File: config.mk
export PLATFORM = sky130hd
export DESIGN_NAME = subcode_shift_rx
export DESIGN_NICKNAME = d
export VERILOG_FILES = /design/src/rtl/subcode_rx_pkg.sv /design/src/rtl/subcode_sync2.sv /design/src/rtl/subcode_sclk_gen.sv /design/src/rtl/subcode_sym_asm.sv /design/src/rtl/subcode_shift_rx.sv
export SDC_FILE = /design/constraint.sdc
export NUM_CORES = 1
export LEC_CHECK = 0
export ABC_AREA = 1
export BUFFER_PORTS_ARGS = -buffer_cell sky130_fd_sc_hd__buf_2
export CAP_MARGIN = 5
export CORE_MARGIN = 3
export CORE_UTILIZATION = 60
export DETAILED_ROUTE_END_ITERATION = 8
export PLACE_DENSITY = 0.8
export RECOVER_POWER = 100
export SLEW_MARGIN = 20
export SYNTH_ARGS = -nofsm -noshare
export SYNTH_HDL_FRONTEND = slang
export SYNTH_SLANG_ARGS = --single-unit
File: constraint.sdc
create_clock -name clk -period 2.8 [get_ports clk]
set_input_delay 0.56 -clock clk [delete_from_list [all_inputs] [get_ports clk]]
set_output_delay 0.56 -clock clk [all_outputs]
set_load 0.005 [all_outputs]
File: src/rtl/subcode_rx_pkg.sv
package subcode_rx_pkg;
  typedef enum logic [1:0] {
    GEN_IDLE  = 2'd0,
    GEN_LEAD  = 2'd1,
    GEN_HIGH  = 2'd2,
    GEN_LOW   = 2'd3
  } gen_state_t;

  localparam int unsigned BITS_PER_FRAME = 8;
  localparam int unsigned SYM_W          = 6;

  function automatic int unsigned max3(input int unsigned a, input int unsigned b,
                                       input int unsigned c);
    int unsigned m;
    m = (a > b) ? a : b;
    return (m > c) ? m : c;
  endfunction
endpackage

File: src/rtl/subcode_sync2.sv
module subcode_sync2 #(
  parameter int unsigned W = 1
) (
  input  logic         clk,
  input  logic         rst_n,
  input  logic [W-1:0] async_i,
  output logic [W-1:0] sync_o
);
  for (genvar g = 0; g < W; g++) begin : g_bit
    logic s1, s2;
    always_ff @(posedge clk or negedge rst_n) begin
      if (!rst_n) begin
        s1 <= 1'b0;
        s2 <= 1'b0;
      end else begin
        s1 <= async_i[g];
        s2 <= s1;
      end
    end
    assign sync_o[g] = s2;
  end
endmodule

File: src/rtl/subcode_sclk_gen.sv
module subcode_sclk_gen
  import subcode_rx_pkg::*;
#(
  parameter int unsigned DLY_FAST = 208,
  parameter int unsigned HI_FAST  = 32,
  parameter int unsigned LO_FAST  = 32,
  parameter int unsigned DLY_SLOW = 320,
  parameter int unsigned HI_SLOW  = 128,
  parameter int unsigned LO_SLOW  = 128
) (
  input  logic clk,
  input  logic rst_n,
  input  logic en_i,
  input  logic start_i,
  input  logic speed_i,
  output logic start_ack_o,
  output logic sclk_o,
  output logic rise_o
);
  localparam int unsigned MAXC = max3(max3(DLY_FAST, HI_FAST, LO_FAST),
                                      max3(DLY_SLOW, HI_SLOW, LO_SLOW), 2);
  localparam int unsigned CW   = $clog2(MAXC + 1);
  localparam int unsigned NW   = $clog2(BITS_PER_FRAME + 1);
  localparam logic [NW-1:0] NLAST = NW'(BITS_PER_FRAME);

  gen_state_t    state;
  logic [CW-1:0] cnt;
  logic [NW-1:0] npulse;
  logic          spd_q;
  logic [CW-1:0] dly_m1, hi_m1, lo_m1, dly_new_m1;

  always_comb begin
    dly_new_m1 = speed_i ? CW'(DLY_SLOW - 1) : CW'(DLY_FAST - 1);
    dly_m1     = spd_q   ? CW'(DLY_SLOW - 1) : CW'(DLY_FAST - 1);
    hi_m1      = spd_q   ? CW'(HI_SLOW - 1)  : CW'(HI_FAST - 1);
    lo_m1      = spd_q   ? CW'(LO_SLOW - 1)  : CW'(LO_FAST - 1);
  end

  assign start_ack_o = en_i && start_i && (state == GEN_IDLE);

  always_ff @(posedge clk or negedge rst_n) begin
    if (!rst_n) begin
      state  <= GEN_IDLE;
      cnt    <= '0;
      npulse <= '0;
      spd_q  <= 1'b0;
      sclk_o <= 1'b0;
      rise_o <= 1'b0;
    end else begin
      rise_o <= 1'b0;
      if (!en_i) begin
        state  <= GEN_IDLE;
        sclk_o <= 1'b0;
      end else begin
        unique case (state)
          GEN_IDLE: if (start_i) begin
            state  <= GEN_LEAD;
            spd_q  <= speed_i;
            cnt    <= dly_new_m1;
            npulse <= '0;
          end
          GEN_LEAD: if (cnt == '0) begin
            state  <= GEN_HIGH;
            cnt    <= hi_m1;
            sclk_o <= 1'b1;
            rise_o <= 1'b1;
            npulse <= npulse + 1'b1;
          end else cnt <= cnt - 1'b1;
          GEN_HIGH: if (cnt == '0) begin
            state  <= GEN_LOW;
            cnt    <= lo_m1;
            sclk_o <= 1'b0;
          end else cnt <= cnt - 1'b1;
          GEN_LOW: if (cnt == '0) begin
            if (npulse == NLAST) begin
              state <= GEN_IDLE;
            end else begin
              state  <= GEN_HIGH;
              cnt    <= hi_m1;
              sclk_o <= 1'b1;
              rise_o <= 1'b1;
              npulse <= npulse + 1'b1;
            end
          end else cnt <= cnt - 1'b1;
          default: state <= GEN_IDLE;
        endcase
      end
    end
  end
endmodule

File: src/rtl/subcode_sym_asm.sv
module subcode_sym_asm
  import subcode_rx_pkg::*;
(
  input  logic             clk,
  input  logic             rst_n,
  input  logic             bit_ev_i,
  input  logic             bit_i,
  input  logic             restart_i,
  input  logic             blk_ev_i,
  input  logic             ready_i,
  output logic [SYM_W-1:0] data_o,
  output logic             blk_o,
  output logic             valid_o
);
  localparam int unsigned BW = $clog2(BITS_PER_FRAME);
  localparam logic [BW-1:0] BLAST = BW'(BITS_PER_FRAME - 1);

  logic [SYM_W-1:0] shreg;
  logic [BW-1:0]    nbit;
  logic             blk_pend;
  logic             emit;

  assign emit = bit_ev_i && !restart_i && (nbit == BLAST);

  always_ff @(posedge clk or negedge rst_n) begin
    if (!rst_n) begin
      shreg    <= '0;
      nbit     <= '0;
      blk_pend <= 1'b0;
      data_o   <= '0;
      blk_o    <= 1'b0;
      valid_o  <= 1'b0;
    end else begin
      if (restart_i) begin
        nbit <= '0;
      end else if (bit_ev_i) begin
        shreg <= {shreg[SYM_W-2:0], bit_i};
        nbit  <= emit ? '0 : nbit + 1'b1;
      end
      blk_pend <= emit ? 1'b0 : (blk_pend | blk_ev_i);
      if (emit) begin
        data_o  <= {shreg[SYM_W-2:0], bit_i};
        blk_o   <= blk_pend | blk_ev_i;
        valid_o <= 1'b1;
      end else if (valid_o && ready_i) begin
        valid_o <= 1'b0;
      end
    end
  end
endmodule

File: src/rtl/subcode_shift_rx.sv
module subcode_shift_rx
  import subcode_rx_pkg::*;
#(
  parameter int unsigned DLY_FAST = 208,
  parameter int unsigned HI_FAST  = 32,
  parameter int unsigned LO_FAST  = 32,
  parameter int unsigned DLY_SLOW = 320,
  parameter int unsigned HI_SLOW  = 128,
  parameter int unsigned LO_SLOW  = 128
) (
  input  logic       clk,
  input  logic       rst_n,
  input  logic       frame_sync_i,
  input  logic       block_sync_i,
  input  logic       sdata_i,
  input  logic       dir_sel_i,
  input  logic       speed_sel_i,
  input  logic       sclk_ext_i,
  output logic       sclk_o,
  output logic [5:0] sym_data_o,
  output logic       sym_blk_o,
  output logic       sym_valid_o,
  input  logic       sym_ready_i
);
  logic [3:0] raw_in, syn_in;
  logic       fs_d, bs_d, ek_d;
  logic       fs_rise, bs_rise, ek_rise;
  logic       gen_ack, gen_rise;
  logic       bit_ev, bit_val, restart;

  assign raw_in = {sclk_ext_i, block_sync_i, frame_sync_i, sdata_i};

  subcode_sync2 #(.W(4)) u_sync (
    .clk(clk), .rst_n(rst_n), .async_i(raw_in), .sync_o(syn_in)
  );

  always_ff @(posedge clk or negedge rst_n) begin
    if (!rst_n) begin
      fs_d <= 1'b0;
      bs_d <= 1'b0;
      ek_d <= 1'b0;
    end else begin
      fs_d <= syn_in[1];
      bs_d <= syn_in[2];
      ek_d <= syn_in[3];
    end
  end

  assign fs_rise = syn_in[1] & ~fs_d;
  assign bs_rise = syn_in[2] & ~bs_d;
  assign ek_rise = syn_in[3] & ~ek_d;

  subcode_sclk_gen #(
    .DLY_FAST(DLY_FAST), .HI_FAST(HI_FAST), .LO_FAST(LO_FAST),
    .DLY_SLOW(DLY_SLOW), .HI_SLOW(HI_SLOW), .LO_SLOW(LO_SLOW)
  ) u_gen (
    .clk(clk), .rst_n(rst_n), .en_i(~dir_sel_i), .start_i(fs_rise),
    .speed_i(speed_sel_i), .start_ack_o(gen_ack), .sclk_o(sclk_o),
    .rise_o(gen_rise)
  );

  assign bit_ev  = dir_sel_i ? ek_rise   : gen_rise;
  assign bit_val = dir_sel_i ? syn_in[0] : sdata_i;
  assign restart = dir_sel_i ? fs_rise   : gen_ack;

  subcode_sym_asm u_asm (
    .clk(clk), .rst_n(rst_n), .bit_ev_i(bit_ev), .bit_i(bit_val),
    .restart_i(restart), .blk_ev_i(bs_rise), .ready_i(sym_ready_i),
    .data_o(sym_data_o), .blk_o(sym_blk_o), .valid_o(sym_valid_o)
  );
endmodule

Word level (Yosys, flattened, before mapping)
Index checks and enable logic that the tools add are counted.
{"block": "classes", "n_eq_ne": 15, "bitwise": 9, "mux": 39, "addsub": 3, "reduce_logical": 19}
{"operator": "9-bit 2-to-1 mux", "n": 5}
{"operator": "9-bit case mux with 3 select lines", "n": 1}
{"operator": "4-bit 2-to-1 mux", "n": 4}
{"operator": "1-bit 2-to-1 mux", "n": 15}
{"operator": "2-bit 2-to-1 mux", "n": 6}
{"operator": "4-bit case mux with 3 select lines", "n": 1}
{"operator": "9-bit zero test", "n": 1}
{"operator": "3-bit 2-to-1 mux", "n": 3}
{"operator": "3-bit by 2-bit inequality test with 1-bit output (second input constant)", "n": 3}
{"operator": "3-bit inequality test (second input constant)", "n": 3}
{"operator": "9-bit by 1-bit subtractor with 9-bit output (second input constant)", "n": 1}
{"operator": "2-bit case mux with 4 select lines", "n": 1}
{"operator": "7-bit 2-to-1 mux", "n": 1}
{"operator": "3-bit AND reduction", "n": 2}
{"operator": "6-bit AND reduction", "n": 1}
{"operator": "1-bit logical AND", "n": 5}
{"operator": "1-bit inverter", "n": 5}
{"operator": "5-bit AND reduction", "n": 1}
{"operator": "4-bit by 1-bit adder with 4-bit output (second input constant)", "n": 1}
{"operator": "2-bit equality test (second input constant)", "n": 2}
{"operator": "4-bit equality test (second input constant)", "n": 1}
{"operator": "2-bit by 1-bit inequality test with 1-bit output (second input constant)", "n": 2}
{"operator": "2-bit inequality test (second input constant)", "n": 2}
{"operator": "4-bit AND reduction", "n": 1}
{"operator": "other kinds (14)", "n": 17}
{"block": "totals", "inputBits": 9, "output_inout_bits": 9, "register_bits": 46}

Logic depth before layout (Yosys ltp)
{"block": "logic_depth", "depth_word": 11, "mapped_depth": 11, "ltp_nobuf": 10}

Hierarchy
Synthesis repeated with hierarchy kept, for this count alone.
{"block": "hier_totals", "hier_cells": 260, "hier_area_um2": 2252.2}
{"mod": "subcode_sclk_gen", "cells_per_inst": 148, "n_inst": 1, "area_each_um2": 1136.1}
{"mod": "subcode_sym_asm", "cells_per_inst": 81, "n_inst": 1, "area_each_um2": 748.2}
{"mod": "subcode_sync2", "cells_per_inst": 12, "n_inst": 1, "area_each_um2": 230.2}
{"mod": "subcode_shift_rx", "cells_per_inst": 19, "n_inst": 1, "area_each_um2": 137.6}

Worst setup path before layout
No wires, ideal clock.
{"block": "synth_path", "kind": "input to register", "startpoint": "input port dir_sel_i", "endpoint": "register u_asm.data_o[1]", "path_buffers": 2, "slack_ns": 1.280, "arrival_time_ns": 1.402, "cell_stages": 10, "required_time_ns": 2.682, "path_cell_list": "buf_6 -> o21ai_0 -> o21ai_0 -> inv_1 -> nand2_4 -> nor2_4 -> inv_2 -> buf_6 -> nand2_1 -> o21ai_2"}
{"block": "synth_between", "elab_chain_cells": 7}
{"element": "start, declared", "line": "subcode_shift_rx.sv:16", "rtl": "input logic dir_sel_i,"}
{"element": "1-bit inverter (no source line)"}
{"element": "1-bit logical AND (2 in a row)", "line": "subcode_sclk_gen.sv:39", "rtl": "assign start_ack_o = en_i && start_i && (state == GEN_IDLE);"}
{"element": "1-bit 2-to-1 mux", "line": "subcode_shift_rx.sv:64", "rtl": "assign restart = dir_sel_i ? fs_rise : gen_ack;"}
{"element": "1-bit zero test", "line": "subcode_sym_asm.sv:23", "rtl": "assign emit = bit_ev_i && !restart_i && (nbit == BLAST);"}
{"element": "1-bit logical AND * (2 in a row)", "line": "subcode_sym_asm.sv:23"}
{"element": "end signal, assigned", "line": "subcode_sym_asm.sv:42", "rtl": "data_o <= {shreg[SYM_W-2:0], bit_i};"}
{"element": "end, declared", "line": "subcode_sym_asm.sv:11", "rtl": "output logic [SYM_W-1:0] data_o,"}
Mark *: on every way between the ends. The rest lies on a longest branch, timed or not.
A chain may end at the register's enable or synchronous reset.

Worst setup path in the final report
{"block": "layout_path", "startpoint": "register u_gen.state[0]", "endpoint": "register u_asm.valid_o"}
{"block": "layout_between", "elab_chain_cells": 7}
{"element": "start, declared", "line": "subcode_sclk_gen.sv:26", "rtl": "gen_state_t state;"}
{"element": "start signal, assigned", "line": "subcode_sclk_gen.sv:43", "rtl": "state <= GEN_IDLE;"}
{"element": "start signal, assigned", "line": "subcode_sclk_gen.sv:52", "rtl": "state <= GEN_IDLE;"}
{"element": "start signal, assigned", "line": "subcode_sclk_gen.sv:57", "rtl": "state <= GEN_LEAD;"}
{"element": "2-bit zero test *", "line": "subcode_sclk_gen.sv:39"}
{"element": "1-bit logical AND *", "line": "subcode_sclk_gen.sv:39"}
{"element": "1-bit 2-to-1 mux *", "line": "subcode_shift_rx.sv:64"}
{"element": "1-bit zero test *", "line": "subcode_sym_asm.sv:23"}
{"element": "1-bit logical AND * (2 in a row)", "line": "subcode_sym_asm.sv:23"}
{"element": "1-bit 2-to-1 mux or 2-bit nonzero test (tied branches)"}
{"element": "end signal, assigned", "line": "subcode_sym_asm.sv:32", "rtl": "valid_o <= 1'b0;"}
{"element": "end signal, assigned", "line": "subcode_sym_asm.sv:44", "rtl": "valid_o <= 1'b1;"}
{"element": "end signal, assigned", "line": "subcode_sym_asm.sv:46", "rtl": "valid_o <= 1'b0;"}
{"element": "end, declared", "line": "subcode_sym_asm.sv:13", "rtl": "output logic valid_o"}
Marks and branches as above.

==> run metrics <==
outcome=finished clean; CTS tree=done; Final #Nets=about 270; CP dominant cell by count=nor2_1; post-route cell area=2230 µm²; Top FF cell, synth=dfrtp_1; maximum clock insertion buffer count=2; wire per inst=11.7 µm; Worst setup EP type=register; register area share after synthesis=a little over half; setup_tns=0 ns; Slew Limit Fails=0; CTS Hold Buffers Added=0; R2R depth=8; vias=1523; initial DRC count=85; PortBufs=17; Die ar.=4350 µm²; Slew HR=a little over a third; HP Start=sclk_ext_i; critical path peak fanout=14; Num CTS Buffers=5; worst path cell trace=nor2_1 -> nor2_4 -> inv_1 -> nand2_4 -> nand2_1 -> nor2_1 -> inv_2 -> o21ai_0; postcts setup bufs=0; RD Place Congestion=0.861; FP Rows=21; Die Ht=65.9 µm; Synth Area in Adders=roughly 2.9%; post-CTS sizing=0; Slew @ Worst Pin=0.952 ns; DRC violations left=0; CP Launch Type=register; peak supply drop=0.511 mV; CP peak stage delay=about 0.5 ns; Crit path required time=around 3.1 ns; Total GRT Usage=18.8%; utilization after layout=approximately two thirds; Total Wirelength=3610 µm; crit path DAT=2.29 ns; CTS H-tree depth=2; Reg2Reg Capture Point=u_asm.valid_o$_DFFE_PN0P_; hold depth=1; critical setup path kind=reg2reg; largest family of logic cells by synthesized area=simple AND/OR/NAND/NOR gates; EDFF count, synth=0; hold endpoint=u_sync.g_bit[3].s1$_DFF_PN0_; post-layout worst setup margin=0.767 ns; Unique masters post-synth=27; fmax=492 MHz; Synth Area per Inst=8.95 µm²; Leakage=~1.1 nW; Setup Skew=approximately 0.0070 ns; Area after DPL=2250 µm²; register bit total from synthesis=46; Setup Slack @ Placement=between 1 and 1.5 ns; first-pass GRT wire length=6100 µm; share of cells above drive strength 1=between 10% and 20%; type of the tightest min-delay check=in2reg; yosys warns=0; simple-gate share of the synthesized area=24.6%; CTS clk-pin slew, worst paths=0.13 ns; vias in the first global route=1395; Via density=4.96; CP max-delay cell=dfrtp_1; Core Footprint=3390 µm²; RSZ-0062 raised after global routing=false; Routed Antenna Nets=0; GRT overflow=0; fin crit share=72.6%; pin count of the biggest net entering global routing=47; mux cell area share after synthesis=0%; setup slack, reg-to-reg=0.77 ns; die width=65.9 µm; Min Clock Period, post-route=~2.0 ns; Mapped Cells=between 200 and 250; Synth Cell Area=2160 µm²; initial antenna violation count=0; CTS sink cnt=46; Initial Util=between 60% and 70%; final setup vio count=0; most common cell after layout, fill and taps aside=nand2_1; area fraction in compound gates after synthesis=about a tenth; Reg-to-Reg Start=u_gen.state[0]$_DFFE_PN0P_; final hold violations=0; Initial DRT Pass Iterations=5; root buffer cell=clkbuf_4; io pins=18; # diodes=0; Layout Area Growth over Synthesis=3.31%; Post-Syn Nets=about 260; highest-count cells in the layout ignoring fill and taps=nand2_1, dfrtp_1, inv_1; PwrDens=839 nW/µm²; Power, Total=approximately 1.9 mW; worst skew pair latency=0.37 ns; async set-or-reset flop fraction in the synthesized netlist=100%; Post-DP HPWL=2690 µm; XOR/XNOR Fraction of Synth Area=0.813%; max cap viols=0
[sequential cells by signal, summed over array words and instances (netlist names)]
| name | cells |
|---|---|
| bs_d | 1 |
| ek_d | 1 |
| fs_d | 1 |
| u_asm.blk_o | 1 |
| u_asm.blk_pend | 1 |
| u_asm.data_o | 6 |
| u_asm.nbit | 3 |
| u_asm.shreg | 5 |
| u_asm.valid_o | 1 |
| u_gen.cnt | 9 |
| u_gen.npulse | 4 |
| u_gen.rise_o | 1 |
| u_gen.sclk_o | 1 |
| u_gen.spd_q | 1 |
| u_gen.state | 2 |
| u_sync.g_bit.s1 | 4 |
| u_sync.g_bit.s2 | 4 |
[cells in the mapped netlist (5+ instances only)]
cell type	number	area [µm²]
inv_1	28	105
nand3_1	10	50.1
o21ai_2	6	52.6
o21ai_0	16	80.1
nand2_1	65	244
ha_1	5	62.6
dfrtp_1	46	1150
nor2_1	20	75.1
o21ai_1	9	45.0
[power breakdown]
part           total [mW]  switching (mW)  internal, mW
clock network       0.316           0.218        0.0978
registers           0.967           0.132         0.835
logic               0.585           0.373         0.212
total                1.87           0.723          1.14
[layout make-up]
cell class	count	area (µm²)
Inverter	31	116
Clock inverter	3	21.3
Timing Repair Buffer	17	80.1
Fill cell	268	1160
Multi-Input combinational cell	159	763
Clock buffer	5	37.5
Sequential cell	46	1150
Tap cell	46	57.6
[per-stage QoR]
stage	instances	hold WS (ns)
final	307	0.283
after global routing	307	0.265
after CTS	307	0.271
after detailed placement	299	0.337
after global placement	299	0.332
after floorplan	241	0.264
[metal layers]
layer / track usage, % / wire length (µm) / up-vias
met5: 0 / 0 / -
met4: 8.38 / 68 / 0
met3: 4.59 / 172 / 6
met2: 30.8 / 1680 / 33
met1: 23.7 / 1690 / 690
li1: - / - / 794
[cell families after synthesis]
group / after synthesis
AND/OR/NAND/NOR: 113
buffers and inverters: 36
flip-flops: 46
XOR/XNOR: 2
adder cells (fa/ha/maj): 5
AO/OA/AOI/OAI: 39
[how the worst max path moves through the flow]
stage                                from                           to
2_1_floorplan                   dir_sel_i  u_asm.data_o[1]$_DFFE_PN0P_
3_3_place_gp                    dir_sel_i    u_asm.valid_o$_DFFE_PN0P_
3_5_place_dp                    dir_sel_i    u_asm.valid_o$_DFFE_PN0P_
4_1_cts          u_gen.cnt[0]$_DFFE_PN0P_     u_gen.cnt[3]$_DFFE_PN0P_
5_1_grt        u_gen.state[0]$_DFFE_PN0P_  u_asm.data_o[2]$_DFFE_PN0P_
6_report       u_gen.state[0]$_DFFE_PN0P_    u_asm.valid_o$_DFFE_PN0P_
[worst max-delay path, delay by kind of cell (launching register included)]
kind                   cells  cell delay [ns]
AND/OR/NAND/NOR            5             0.99
AO/OA/AOI/OAI              1             0.12
buffers and inverters      2             0.32
flip-flops                 1             0.49
Note: power is estimated with default switching activity, not from simulation.
